File: config.mk
export PLATFORM = sky130hd
export DESIGN_NAME = pcd_pair
export DESIGN_NICKNAME = d
export VERILOG_FILES = /design/src/rtl/pcd_pkg.sv /design/src/rtl/pcd_ctrl_bank.sv /design/src/rtl/pcd_src_sel.sv /design/src/rtl/pcd_divider.sv /design/src/rtl/pcd_pair.sv
export SDC_FILE = /design/constraint.sdc
export NUM_CORES = 1
export LEC_CHECK = 0
export ABC_AREA = 1
export BUFFER_PORTS_ARGS = -buffer_cell sky130_fd_sc_hd__buf_2
export CAP_MARGIN = 20
export CORE_MARGIN = 5
export CORE_UTILIZATION = 50
export CTS_BUF_LIST = sky130_fd_sc_hd__clkbuf_8
export DETAILED_ROUTE_END_ITERATION = 16
export PLACE_DENSITY_LB_ADDON = 0.3
export SYNTH_ARGS = -nofsm -noshare
export SYNTH_HDL_FRONTEND = slang
export SYNTH_SLANG_ARGS = --single-unit
File: constraint.sdc
create_clock -name clk_i -period 1.9 [get_ports clk_i]
set_clock_uncertainty 0.15 [all_clocks]
set_input_delay 0 -clock clk_i [delete_from_list [all_inputs] [get_ports clk_i]]
set_output_delay 0 -clock clk_i [all_outputs]
set_load 0.05 [all_outputs]
File: src/rtl/pcd_pkg.sv
package pcd_pkg;

  localparam int DIV_W  = 5;
  localparam int SEL_W  = 2;
  localparam int RAT_W  = DIV_W + 1;
  localparam int CTRL_W = SEL_W + 2 + DIV_W;
  localparam int NSRC   = 2 ** SEL_W;
  localparam logic [SEL_W-1:0] SRC_REF = '0;

  // full control word as written by software
  typedef struct packed {
    logic [SEL_W-1:0] src;
    logic             internal;
    logic             bypass;
    logic [DIV_W-1:0] div;
  } ctrl_t;

  // fields that shape the output waveform
  typedef struct packed {
    logic [SEL_W-1:0] src;
    logic             bypass;
    logic [DIV_W-1:0] div;
  } timing_t;

  function automatic timing_t timing_of(ctrl_t c);
    timing_t t;
    t.src    = c.src;
    t.bypass = c.bypass;
    t.div    = c.div;
    return t;
  endfunction

  // parent cycles per output period
  function automatic logic [RAT_W-1:0] ratio_of(timing_t t);
    return t.bypass ? RAT_W'(1) : RAT_W'(t.div) + RAT_W'(2);
  endfunction

  // parent cycles the output stays high (rounded up)
  function automatic logic [RAT_W-1:0] high_of(logic [RAT_W-1:0] r);
    return (r + RAT_W'(1)) >> 1;
  endfunction

endpackage

File: src/rtl/pcd_ctrl_bank.sv
module pcd_ctrl_bank
  import pcd_pkg::*;
#(
  parameter int NCH = 2,
  parameter int CHW = 1
) (
  input  logic                  clk_i,
  input  logic                  rst_ni,
  input  logic                  wr_en_i,
  input  logic [CHW-1:0]        wr_ch_i,
  input  ctrl_t                 wr_data_i,
  output ctrl_t [NCH-1:0]       shadow_o,
  output logic  [NCH-1:0]       hit_o
);

  for (genvar ch = 0; ch < NCH; ch++) begin : g_reg
    assign hit_o[ch] = wr_en_i && (wr_ch_i == CHW'(ch));

    always_ff @(posedge clk_i or negedge rst_ni) begin
      if (!rst_ni)         shadow_o[ch] <= '0;
      else if (hit_o[ch])  shadow_o[ch] <= wr_data_i;
    end
  end

endmodule

File: src/rtl/pcd_src_sel.sv
module pcd_src_sel
  import pcd_pkg::*;
(
  input  logic [SEL_W-1:0] sel_i,
  input  logic [NSRC-2:0]  ticks_i,
  output logic             tick_o
);

  always_comb begin
    if (sel_i == SRC_REF) tick_o = 1'b1;
    else                  tick_o = ticks_i[sel_i - SEL_W'(1)];
  end

endmodule

File: src/rtl/pcd_divider.sv
module pcd_divider
  import pcd_pkg::*;
(
  input  logic             clk_i,
  input  logic             rst_ni,
  input  timing_t          shadow_i,
  input  logic             hit_i,
  input  timing_t          wr_i,
  input  logic [NSRC-2:0]  ticks_i,
  output logic             pix_clk_o,
  output logic             pix_en_o,
  output logic             period_end_o,
  output logic             tick_o,
  output logic [RAT_W-1:0] ratio_o
);

  timing_t          act_q;
  logic [RAT_W-1:0] cnt_q;
  logic             hi_pos_q;
  logic             hi_neg_q;
  logic             en_q;
  logic [RAT_W-1:0] last_w;
  timing_t          next_w;
  logic             half_step_w;

  pcd_src_sel u_sel (
    .sel_i   (act_q.src),
    .ticks_i (ticks_i),
    .tick_o  (tick_o)
  );

  assign ratio_o      = ratio_of(act_q);
  assign last_w       = ratio_o - RAT_W'(1);
  assign period_end_o = tick_o && (cnt_q == last_w);
  // a write on the closing edge is forwarded into the new period
  assign next_w       = hit_i ? wr_i : shadow_i;
  assign half_step_w  = ratio_o[0] && (act_q.src == SRC_REF);

  always_ff @(posedge clk_i or negedge rst_ni) begin
    if (!rst_ni) begin
      act_q    <= '0;
      cnt_q    <= '0;
      hi_pos_q <= 1'b1;
      en_q     <= 1'b0;
    end else begin
      en_q <= period_end_o;
      if (period_end_o) begin
        act_q    <= next_w;
        cnt_q    <= '0;
        hi_pos_q <= 1'b1;
      end else if (tick_o) begin
        cnt_q    <= cnt_q + RAT_W'(1);
        hi_pos_q <= (cnt_q + RAT_W'(1)) < high_of(ratio_o);
      end
    end
  end

  // falling-edge copy delays the rise by half a cycle for odd ratios
  always_ff @(negedge clk_i or negedge rst_ni) begin
    if (!rst_ni) hi_neg_q <= 1'b0;
    else         hi_neg_q <= hi_pos_q;
  end

  always_comb begin
    if (act_q.bypass)     pix_clk_o = clk_i & tick_o;
    else if (half_step_w) pix_clk_o = hi_pos_q & hi_neg_q;
    else                  pix_clk_o = hi_pos_q;
  end

  assign pix_en_o = en_q;

endmodule

File: src/rtl/pcd_pair.sv
module pcd_pair
  import pcd_pkg::*;
#(
  parameter  int NCH = 2,
  localparam int CHW = (NCH > 1) ? $clog2(NCH) : 1
) (
  input  logic              clk_i,
  input  logic              rst_ni,
  input  logic              wr_en_i,
  input  logic [CHW-1:0]    wr_ch_i,
  input  logic [CTRL_W-1:0] wr_data_i,
  input  logic [NSRC-2:0]   src_tick_i,
  output logic [NCH-1:0]    pix_clk_o,
  output logic [NCH-1:0]    pix_en_o,
  output logic [NCH-1:0]    pix_int_o
);

  ctrl_t                      wr_w;
  ctrl_t [NCH-1:0]            shadow_w;
  logic  [NCH-1:0]            hit_w;
  logic  [NCH-1:0]            end_w;
  logic  [NCH-1:0]            tick_w;
  logic  [NCH-1:0][RAT_W-1:0] ratio_w;

  assign wr_w = ctrl_t'(wr_data_i);

  pcd_ctrl_bank #(.NCH(NCH), .CHW(CHW)) u_bank (
    .clk_i     (clk_i),
    .rst_ni    (rst_ni),
    .wr_en_i   (wr_en_i),
    .wr_ch_i   (wr_ch_i),
    .wr_data_i (wr_w),
    .shadow_o  (shadow_w),
    .hit_o     (hit_w)
  );

  for (genvar ch = 0; ch < NCH; ch++) begin : g_ch
    assign pix_int_o[ch] = shadow_w[ch].internal;

    pcd_divider u_div (
      .clk_i        (clk_i),
      .rst_ni       (rst_ni),
      .shadow_i     (timing_of(shadow_w[ch])),
      .hit_i        (hit_w[ch]),
      .wr_i         (timing_of(wr_w)),
      .ticks_i      (src_tick_i),
      .pix_clk_o    (pix_clk_o[ch]),
      .pix_en_o     (pix_en_o[ch]),
      .period_end_o (end_w[ch]),
      .tick_o       (tick_w[ch]),
      .ratio_o      (ratio_w[ch])
    );
  end

endmodule

# == Word level (Yosys, flattened, before mapping) ==
# Cells that the tools add are included.
# classes
addsub,10
magnitude_cmp,4
n_eq_ne,2
n_mux,22
bitwise,5
reduce_logical,10
# op_table
cell,n
2-to-1 mux 6 bit,6
"adder 6 x 1 -> 6 bit, second input constant",4
2-to-1 mux 8 bit,2
"adder 5 x 2 -> 6 bit, second input constant",2
equality test 6 bit,2
less-than comparator 6 x 5 -> 1 bit,2
2-to-1 mux 1 bit,12
"subtractor 6 x 1 -> 6 bit, second input constant",2
logical AND 1 bit,6
"less-than comparator 2 x 3 -> 1 bit, second input constant",2
bitwise AND 1 bit,4
binary-select mux 1 bit (select 2 bit),2
zero test 2 bit,2
nonzero test 2 bit,2
"subtractor 2 x 1 -> 2 bit, second input constant",2
inverter 1 bit,1
# word_totals
regBits,52
inputBits,16
output_inout_bits,6
word_cells,75

# == Longest topological paths before layout ==
# Gate-level depths: netlist of run 1.
# logic_depth
word_depth,6
mapped_depth,14
mapped_depth_nobuf,14

# == Cells and area by module ==
# Synthesis of run 1 repeated with hierarchy kept, for this count alone.
# unflattened
hier_cells,457
area_unflattened_um2,3562.2
# by_module_without_submodules
module,n_inst,cells_each,area_each_um2
pcd_divider at g_ch[0].u_div,1,177,1346.3
pcd_divider at g_ch[1].u_div,1,176,1337.5
pcd_ctrl_bank,1,80,768.2
pcd_src_sel,2,12,55.1

==> results.sh, run 1 <==
export IMPL_status="finished, violations left"
export IMPL_failed_checks="negative setup slack"
export IMPL_syn_avg_cell_area_um2=7.55
export IMPL_synth_ff_latch_count=52
export IMPL_drive_above_1_share_pct=40.3
export IMPL_crit_path_start_kind="flip-flop"
export IMPL_fillCellCount=448
export IMPL_fin_ws_ns=-0.425
export IMPL_tightest_slew_ns=0.575
export IMPL_min_delay_path_depth=4
export IMPL_ant_nets=0
export IMPL_critPathCaptureType="output pin"
export IMPL_io_buffer_count=21
export IMPL_fp_dieW_um=92.0
export IMPL_critical_path_arrival_ns=2.17
export IMPL_setup_viol=38
export IMPL_r2r_worst_path_cells=11
export IMPL_num_vias=3128
export IMPL_hold_end="u_bank.shadow_o[6]"
export IMPL_overflow=0
export IMPL_rsz0062_at_grt="yes"
export IMPL_required_ns=1.75
export IMPL_syn2layout_area_growth_pct=41.9
export IMPL_synth_distinct_cells=26
export IMPL_ir_drop_mv=1.28
export IMPL_dr_pass1_iters=6
export IMPL_slew_headroom_pct=61.6
export IMPL_final_hold_viol_count=0
export IMPL_synth_nets=479
export IMPL_core_rowCount=29
export IMPL_leakagePower_uw=0.00246
export IMPL_core_um2=6460
export IMPL_synthFlopType="dfrtp_1"
export IMPL_seq_area_frac_synth_pct=38.8
export IMPL_crit_fanout=1
export IMPL_globalRouteTotalUtil_pct=20.8
export IMPL_initial_core_util_pct=52.0
export IMPL_synth_cells=445
export IMPL_num_io_pins=22
export IMPL_synth_edf_count=0
export IMPL_multi_input_comb_area_um2=2150
export IMPL_wl_per_cell_um=13.9
export IMPL_wl_um=8460
export IMPL_register_area_um2=1310
export IMPL_fp_dieH_um=92.0
export IMPL_drtIter0Drc=87
export IMPL_fin_total_pwr_uw=8750
export IMPL_clk_latency_ns=0.42
export IMPL_maxCapViolations=0
export IMPL_r2r_end="g_ch[1].u_div.act_q[1]"
export IMPL_gp_congestion=0.889
export IMPL_final_area_um2=4770
export IMPL_grt_first_pass_wirelength_um=14200
export IMPL_drv_slew=0
export IMPL_fin_nets=567
export IMPL_min_from="wr_en_i"
export IMPL_vias_per_cell=5.12
export IMPL_dp_hpwl_um=5450
export IMPL_regToRegSetupSlack_ns=-0.31
export IMPL_critical_path_class="flip-flop to output pin"
export IMPL_yosysWarnings=0
export IMPL_grt_max_degree=44
export IMPL_drc=0
export IMPL_place_area_um2=3970
export IMPL_cts_tree="done"
export IMPL_clk_pin_slew_worst_paths_ns=0.11
export IMPL_syn_area_um2=3360
export IMPL_async_flop_share_pct=100
export IMPL_antenna_cells=0
export IMPL_grt_pass1_vias=3342
export IMPL_reg2reg_from="g_ch[1].u_div.act_q[5]"
export IMPL_die_area_um2=8460
export IMPL_antenna_found_initial=0
export IMPL_min_path_type="primary input to flip-flop"
export IMPL_p_per_area_nw_per_um2=1830
export IMPL_holdWs_ns=0.0937
cells by family (layout without fill, tap and decap cells):
group | after synthesis | in the layout | synth area share, %
AND/OR/NAND/NOR | 228 | 228 | 29.3
buffers and inverters | 86 | 175 | 10.9
flip-flops | 52 | 52 | 38.8
AO/OA/AOI/OAI | 44 | 44 | 9.83
adder cells (fa/ha/maj) | 18 | 18 | 6.70
XOR/XNOR | 17 | 17 | 4.43
where the power goes:
group	total (uW)	leakage [uW]	internal [uW]	switching [uW]
Combinational	5680	0.00172	2620	3070
Sequential	1880	0.000646	1490	391
Clock	1180	0.0000934	545	636
Total	8750	0.00246	4660	4090
synth_stat cells, drive strengths merged (4+ instances only):
| master | n | area, um^2 |
|---|---|---|
| nand2 | 147 | 582 |
| inv | 76 | 285 |
| dfrtp | 48 | 1200 |
| nand3 | 47 | 255 |
| nor2 | 28 | 113 |
| o21ai | 22 | 170 |
| ha | 18 | 225 |
| o21a | 16 | 120 |
| xor2 | 13 | 114 |
| buf | 8 | 75.1 |
| a21oi | 4 | 27.5 |
| nand4 | 4 | 25.0 |
| xnor2 | 4 | 35.0 |
cell type report:
cell class,instances,area share (%)
Clock buffer,11,3.07
Clock inverter,3,0.525
Inverter,76,6.24
Multi-Input combinational cell,307,45.1
Sequential cell,52,27.5
Tap cell,77,2.02
Timing Repair Buffer,85,15.6
flip-flops by register name, indices dropped and copies added, names as in the netlist:
name / flops
u_bank.shadow_o: 18
g_ch.u_div.act_q: 16
g_ch.u_div.cnt_q: 12
g_ch.u_div.hi_neg_q: 2
g_ch.u_div.hi_pos_q: 2
g_ch.u_div.pix_en_o: 2
how the worst max path moves through the flow:
| stage | start | end | cells past startpoint |
|---|---|---|---|
| 2_1_floorplan | g_ch[0].u_div.act_q[5] | g_ch[0].u_div.hi_pos_q | 14 |
| 3_3_place_gp | g_ch[0].u_div.act_q[5] | g_ch[0].u_div.hi_pos_q | 14 |
| 3_5_place_dp | g_ch[0].u_div.act_q[5] | g_ch[0].u_div.hi_pos_q | 14 |
| 4_1_cts | g_ch[1].u_div.hi_neg_q | pix_clk_o[1] | 3 |
| 5_1_grt | g_ch[1].u_div.hi_neg_q | pix_clk_o[1] | 3 |
| 6_report | g_ch[1].u_div.hi_neg_q | pix_clk_o[1] | 3 |
critical path: stages (launching register included):
cell and delay, ns:
dfrtn_1 0.41, o21ai_2 0.06, o21ai_2 0.15, buf_6 0.18
cells in the final DEF (no fill, tap or decap), types with 5 or more instances in the layout:
cell,count
dfrtp_2,5
nand3_1,27
ha_4,8
nand3_2,18
inv_2,11
inv_4,5
nand2_4,17
buf_2,19
buf_4,42
nand2_2,20
nor2_4,9
o21ai_2,20
nor2_1,14
inv_1,60
dlygate4sd3_1,12
buf_6,7
nand2_1,110
o21a_1,16
nor2_2,5
clkbuf_8,9
xor2_1,13
dfrtp_1,43
ha_1,10
per-layer routing:
layer  vias to the layer above  wire [um]  global-route usage, %
met3                        20        220                   4.66
met1                      1495       3320                   22.5
met2                        47       4770                   39.4
met5                         -          0                      0
met4                         0        148                   7.55
li1                       1566          -                      -
metrics by stage:
step / setup slack (ns) / TNS [ns] / utilization [%] / std cells
after floorplan: -0.0786 / -0.255 / - / 445
after global placement: -0.123 / -1.89 / 61.4 / 570
after detailed placement: -0.133 / -3.29 / 61.4 / 570
after CTS: -0.472 / -5.70 / 70.8 / 606
after global routing: -0.476 / -10.93 / 73.8 / 611
final: -0.425 / -7.32 / 73.8 / 611
repair_timing:
item                                   4_1_cts  5_1_grt
setup buffers                                9        7
hold buffers                                12        0
setup endpoints to repair                   38       38
pin swaps                                   13       33
gates cloned                                 3        0
endpoints found under the hold margin       83        0
resized for setup                           59       44
No activity file was read; power rests on OpenSTA's default activity.
==> run 2, diff against run 1 <==
ABC_AREA = not set   (was 1)
CTS_CLUSTER_DIAMETER = 150   (was not set)
==> run 2 against run 1 <==
The flow still finishes with violations (negative setup slack). Design area decreased by 2.5%. Combinational power is 3.7% higher. First-iteration DRC count up 130%. Sequential power barely moved. Critical endpoint is now g_ch[1].u_div.act_q[1]. Largest cell class unchanged. Largest power group unchanged.
==> results.sh, run 2 <==
export IMPL_status="finished, violations left"
export IMPL_failed_checks="negative setup slack"
export IMPL_initial_core_util_pct=50.6
export IMPL_io_buffer_count=21
export IMPL_wl_per_cell_um=16.6
export IMPL_leakagePower_uw=0.00206
export IMPL_min_path_type="primary input to flip-flop"
export IMPL_maxCapViolations=0
export IMPL_required_ns=2.06
export IMPL_r2r_end="g_ch[1].u_div.act_q[1]"
export IMPL_synth_nets=339
export IMPL_antenna_found_initial=0
export IMPL_final_min_clock_period_ns=2.53
export IMPL_critical_path_arrival_ns=2.69
export IMPL_gp_congestion=0.852
export IMPL_layout_cells_non_filler=490
export IMPL_dr_pass1_iters=4
export IMPL_grt_pass1_vias=2826
export IMPL_grt_max_degree=48
export IMPL_multi_input_comb_area_um2=2140
export IMPL_overflow=0
export IMPL_final_hold_viol_count=0
export IMPL_reg_top3="u_bank.shadow_o: 18 flops, g_ch.u_div.act_q: 16 flops, g_ch.u_div.cnt_q: 12 flops"
export IMPL_num_vias=2647
export IMPL_fp_dieH_um=89.7
export IMPL_p_per_area_nw_per_um2=1950
export IMPL_reg2reg_from="g_ch[1].u_div.act_q[1]"
export IMPL_tightest_slew_ns=0.598
export IMPL_syn_avg_cell_area_um2=10.4
export IMPL_tns_ns=-18.58
export IMPL_globalRouteTotalUtil_pct=20.4
export IMPL_r2r_worst_path_cells=9
export IMPL_crit_end="g_ch[1].u_div.act_q[1]"
export IMPL_cts_tree="done"
export IMPL_antenna_cells=0
export IMPL_clk_pin_slew_worst_paths_ns=0.10
export IMPL_drv_slew=0
export IMPL_register_area_um2=1310
export IMPL_syn_area_um2=3180
export IMPL_rsz0062_at_grt="yes"
export IMPL_layout_common_cells="70 x buf_4, 42 x dfrtp_1, 20 x nand2_1, 20 x mux2_2, 19 x buf_2"
export IMPL_yosysMostFrequentCell="dfrtp_1"
export IMPL_finalCritPeriodShare_pct=133
export IMPL_clk_latency_ns=0.42
export IMPL_ant_nets=0
export IMPL_regToRegSetupSlack_ns=-0.63
export IMPL_core_um2=6280
export IMPL_fin_nets=445
export IMPL_synthTopCellsByCount="48 x dfrtp_1, 21 x mux2_2, 21 x nand2_1, 18 x ha_1, 18 x nand3_1"
export IMPL_critical_path_class="flip-flop to flip-flop"
export IMPL_slew_headroom_pct=60.1
export IMPL_cp_startpoint="g_ch[1].u_div.act_q[1]"
export IMPL_netlist_top_cells_area="dfrtp_1 38%, mux2_2 7.4%, ha_1 7.1%, xnor2_1 4.4%, xor2_1 3.9%"
export IMPL_die_area_um2=8050
export IMPL_yosysTopAreaCell="dfrtp_1"
export IMPL_num_io_pins=22
export IMPL_core_rowCount=29
export IMPL_seq_area_frac_synth_pct=41.0
export IMPL_drtIter0Drc=203
export IMPL_fp_dieW_um=89.7
export IMPL_wl_um=8160
export IMPL_yosysWarnings=0
export IMPL_max_clock_freq_ghz=0.396
export IMPL_synthFlopType="dfrtp_1"
export IMPL_setup_viol=36
export IMPL_final_common_cell="buf_4"
export IMPL_synth_distinct_cells=49
export IMPL_vias_per_cell=5.40
export IMPL_async_flop_share_pct=100
export IMPL_fin_ws_ns=-0.627
export IMPL_drc=0
export IMPL_crit_fanout=7
export IMPL_synth_edf_count=0
export IMPL_synth_top_area_share_pct=37.8
export IMPL_top_register="u_bank.shadow_o"
export IMPL_synth_ff_latch_count=52
export IMPL_syn2layout_area_growth_pct=46.3
export IMPL_largest_register_ff_count=18
export IMPL_drive_above_1_share_pct=52.8
export IMPL_synth_cells=305
export IMPL_fillCellCount=411
export IMPL_ir_drop_mv=1.31
export IMPL_critPathCaptureType="flip-flop"
export IMPL_grt_first_pass_wirelength_um=13200
export IMPL_dp_hpwl_um=5160
export IMPL_crit_path_start_kind="flip-flop"
export IMPL_dp_cells=454
## run 2: changes by cell type in the layout (fill, tap and decap cells not counted), sizes merged, moves of 16 or more
cell | previous run | this run
nand3 | 47 | 19
nand2 | 147 | 22
o21a | 16 | 0
mux2 | 0 | 34
buf | 75 | 99
inv | 78 | 13
## run 2: report_power, final
part | internal (uW) | total (uW) | switching, uW
sequential | 1510 | 1890 | 380
combinational | 3210 | 5890 | 2680
clock | 703 | 1300 | 593
total | 5420 | 9070 | 3660
## run 2: worst max-delay path: stages (launching register included)
cell and delay [ns]:
dfrtp_2 0.43, ha_4 0.21, nand4b_1 0.16, xnor2_2 0.30, mux2_4 0.22, nand3_4 0.09, a211oi_4 0.29, nand2_2 0.13
clkinv_4 0.14, mux2_4 0.31
## run 2: metrics by stage
step / hold WS [ns] / util, % / instance area [um^2] / worst slack [ns] / total power, uW
after global routing: 0.0440 / 74.1 / 4650 / -0.729 / 9710
after CTS: 0.0327 / 70.9 / 4450 / -0.589 / 8410
after global placement: -0.315 / 61.6 / 3870 / -0.647 / 6500
after floorplan: -0.446 / - / 3280 / -0.752 / 5020
final: 0.0263 / 74.1 / 4650 / -0.627 / 9070
after detailed placement: -0.309 / 61.6 / 3870 / -0.733 / 6640
## run 2: worst min-delay path by stage
stage / startpoint / endpoint / slack [ns] / depth (start not counted)
3_3_place_gp: rst_ni / g_ch[1].u_div.cnt_q[2] / -0.31 / 1
2_1_floorplan: rst_ni / g_ch[0].u_div.act_q[0] / -0.45 / 0
3_5_place_dp: rst_ni / g_ch[1].u_div.cnt_q[2] / -0.31 / 1
5_1_grt: wr_en_i / u_bank.shadow_o[6] / 0.04 / 4
6_report: wr_en_i / u_bank.shadow_o[6] / 0.03 / 4
4_1_cts: wr_en_i / u_bank.shadow_o[6] / 0.03 / 4
## run 2: timing repair
action	CTS	global route
cloned	0	0
gates resized for setup	54	37
hold buffers	12	0
pin swaps	16	15
buffers inserted	9	4
endpoints found under the hold margin	82	0
setup endpoints to repair	36	36
## run 2: area by class of cell
class / instances / area share, %
sequential: 52 / 28.2
clock buffer: 12 / 3.44
tap: 77 / 2.07
inverter: 14 / 1.40
multi-input combinational: 223 / 45.9
clock inverter: 3 / 0.914
timing repair buffer: 109 / 18.0
## run 2: layer usage
metal	vias up	global-route usage, %	wire (um)
met4	0	8.94	201
met2	74	33.2	4110
met1	1283	25.5	3420
met5	-	0	0
li1	1271	-	-
met3	19	5.01	426
## run 2: logic make-up after synthesis
family	share of synthesized area (%)
multiplexers	13.1
AO/OA/AOI/OAI	8.38
flip-flops	41.0
adder cells (fa/ha/maj)	7.40
XOR/XNOR	9.80
AND/OR/NAND/NOR	15.4
buffers and inverters	4.84
==> run 3, diff against run 2 <==
==> constraint.sdc (replaced) <==
create_clock -name clk_i -period 1.9 [get_ports clk_i]
set_clock_uncertainty 0.15 [all_clocks]
set_input_delay 0.095 -clock clk_i [delete_from_list [all_inputs] [get_ports clk_i]]
set_output_delay 0.095 -clock clk_i [all_outputs]
set_load 0.05 [all_outputs]
==> run 3 against run 2 <==
The run still ends with negative setup slack left. Critical endpoint is now g_ch[0].u_div.cnt_q[2]. Via count up 1.1%. Highest routed layer unchanged. Clock power down 15%. Sequential power about the same. Combinational power up 7.3%. Critical path depth up 1. Design area up 3.0%. Worst hold slack better by 0.012 ns.
==> results.sh, run 3 (synthesized netlist as in run 2, its figures left out) <==
export IMPL_overflow=0
export IMPL_antenna_cells=0
export IMPL_ir_drop_mv=1.10
export IMPL_syn2layout_area_growth_pct=50.7
export IMPL_grt_first_pass_wirelength_um=13000
export IMPL_final_min_clock_period_ns=2.61
export IMPL_rsz0062_at_grt="yes"
export IMPL_layout_common_cells="71 x buf_4, 42 x dfrtp_1, 19 x nand2_1, 19 x mux2_2, 19 x buf_2"
export IMPL_status="finished, violations left"
export IMPL_final_hold_viol_count=0
export IMPL_num_vias=2675
export IMPL_initial_core_util_pct=50.6
export IMPL_failed_checks="negative setup slack"
export IMPL_critPathCaptureType="flip-flop"
export IMPL_vias_per_cell=5.40
export IMPL_setup_viol=36
export IMPL_layout_cells_non_filler=495
export IMPL_critical_path_class="flip-flop to flip-flop"
export IMPL_drive_above_1_share_pct=56.7
export IMPL_top_register="u_bank.shadow_o"
export IMPL_antenna_found_initial=0
export IMPL_fin_nets=450
export IMPL_slew_headroom_pct=71.4
export IMPL_crit_fanout=4
export IMPL_fin_ws_ns=-0.707
export IMPL_place_ws_ns=-0.720
export IMPL_drv_slew=0
export IMPL_drc=0
export IMPL_final_common_cell="buf_4"
export IMPL_fp_dieW_um=89.7
export IMPL_leakagePower_uw=0.00211
export IMPL_max_clock_freq_ghz=0.384
export IMPL_reg_top3="u_bank.shadow_o: 18 flops, g_ch.u_div.act_q: 16 flops, g_ch.u_div.cnt_q: 12 flops"
export IMPL_min_path_type="primary input to flip-flop"
export IMPL_wl_um=8450
export IMPL_largest_register_ff_count=18
export IMPL_tightest_slew_ns=0.428
export IMPL_gp_congestion=0.830
export IMPL_dr_pass1_iters=4
export IMPL_fillCellCount=385
export IMPL_crit_path_start_kind="flip-flop"
export IMPL_core_um2=6280
export IMPL_maxCapViolations=0
export IMPL_fp_dieH_um=89.7
export IMPL_core_rowCount=29
export IMPL_clk_pin_slew_worst_paths_ns=0.09
export IMPL_p_per_area_nw_per_um2=1950
export IMPL_clk_latency_ns=0.41
export IMPL_ant_nets=0
export IMPL_die_area_um2=8050
export IMPL_io_buffer_count=21
export IMPL_num_io_pins=22
export IMPL_grt_max_degree=34
export IMPL_globalRouteTotalUtil_pct=19.9
export IMPL_wl_per_cell_um=17.1
export IMPL_finalCritPeriodShare_pct=137
export IMPL_required_ns=2.09
export IMPL_drtIter0Drc=213
export IMPL_cts_tree="done"
export IMPL_critical_path_arrival_ns=2.80
export IMPL_grt_pass1_vias=2743
export IMPL_dp_hpwl_um=5270
export IMPL_dp_cells=455
run 3: cell count changes in the layout (fill, tap and decap cells not counted), moves of 3 or more:
| cell | delta |
|---|---|
| a21oi_2 | +3 |
| a21oi_1 | -3 |
| buf_8 | +3 |
| o21ai_2 | +3 |
| buf_6 | +3 |
| o21ai_1 | -4 |
run 3: per-stage QoR:
stage                     cell area, um^2  hold WS, ns  setup TNS (ns)  util [%]  total power, uW
after floorplan                      3310       -0.351          -17.31         -             5080
after global placement               3890     -0.00106          -18.58      61.9             6530
after detailed placement             3890     -0.00270          -20.27      61.9             6690
after CTS                            4590       0.0290          -17.05      73.1             8650
after global routing                 4790       0.0304          -22.34      76.3            10000
final                                4790       0.0381          -19.13      76.3             9340
run 3: final cells by class:
type / instances / area (um^2) / area share [%]
Clock buffer: 11 / 146 / 3.06
Clock inverter: 4 / 20.0 / 0.418
Inverter: 14 / 67.6 / 1.41
Multi-Input combinational cell: 223 / 2250 / 47.0
Sequential cell: 52 / 1310 / 27.4
Tap cell: 77 / 96.3 / 2.01
Timing Repair Buffer: 114 / 896 / 18.7
run 3: final timing paths:
path                                   startpoint                endpoint  slack (ns)  cells past startpoint
min in group asynchronous                  rst_ni  g_ch[1].u_div.act_q[6]        0.08                      3
max reg2reg                g_ch[0].u_div.act_q[1]  g_ch[0].u_div.cnt_q[2]       -0.71                     10
min reg2reg                    u_bank.shadow_o[5]      u_bank.shadow_o[5]        0.35                      1
max in group asynchronous                  rst_ni  g_ch[0].u_div.hi_neg_q        0.76                      2
max                        g_ch[0].u_div.act_q[1]  g_ch[0].u_div.cnt_q[2]       -0.71                     10
min                                       wr_en_i      u_bank.shadow_o[6]        0.04                      3
run 3: critical path, cell delays in order (launching register included):
cell       delay (ns)
dfrtp_2          0.47
ha_4             0.20
buf_4            0.14
xor2_1           0.17
nor2_1           0.06
mux2_4           0.27
o22ai_4          0.16
xnor2_2          0.14
buf_4            0.17
a2111oi_2        0.43
a221o_1          0.19
run 3: repair_timing:
item / CTS / global route
buffers inserted: 16 / 7
pin swaps: 29 / 32
setup endpoints to repair: 37 / 36
endpoints found under the hold margin: 84 / 0
gates resized for setup: 76 / 37
hold buffers: 11 / 0
run 3: per-layer routing:
| metal | vias to the layer above | GRT usage [%] | routed length, um |
|---|---|---|---|
| met1 | 1304 | 26.0 | 3700 |
| met3 | 24 | 4.92 | 296 |
| met4 | 0 | 7.18 | 223 |
| met2 | 67 | 31.9 | 4230 |
| met5 | - | 0 | 0 |
| li1 | 1280 | - | - |
run 3: power by group:
| group | leakage, uW | internal (uW) | switching [uW] |
|---|---|---|---|
| Sequential | 0.000619 | 1510 | 410 |
| Combinational | 0.00139 | 3440 | 2880 |
| Clock | 0.0000986 | 525 | 583 |
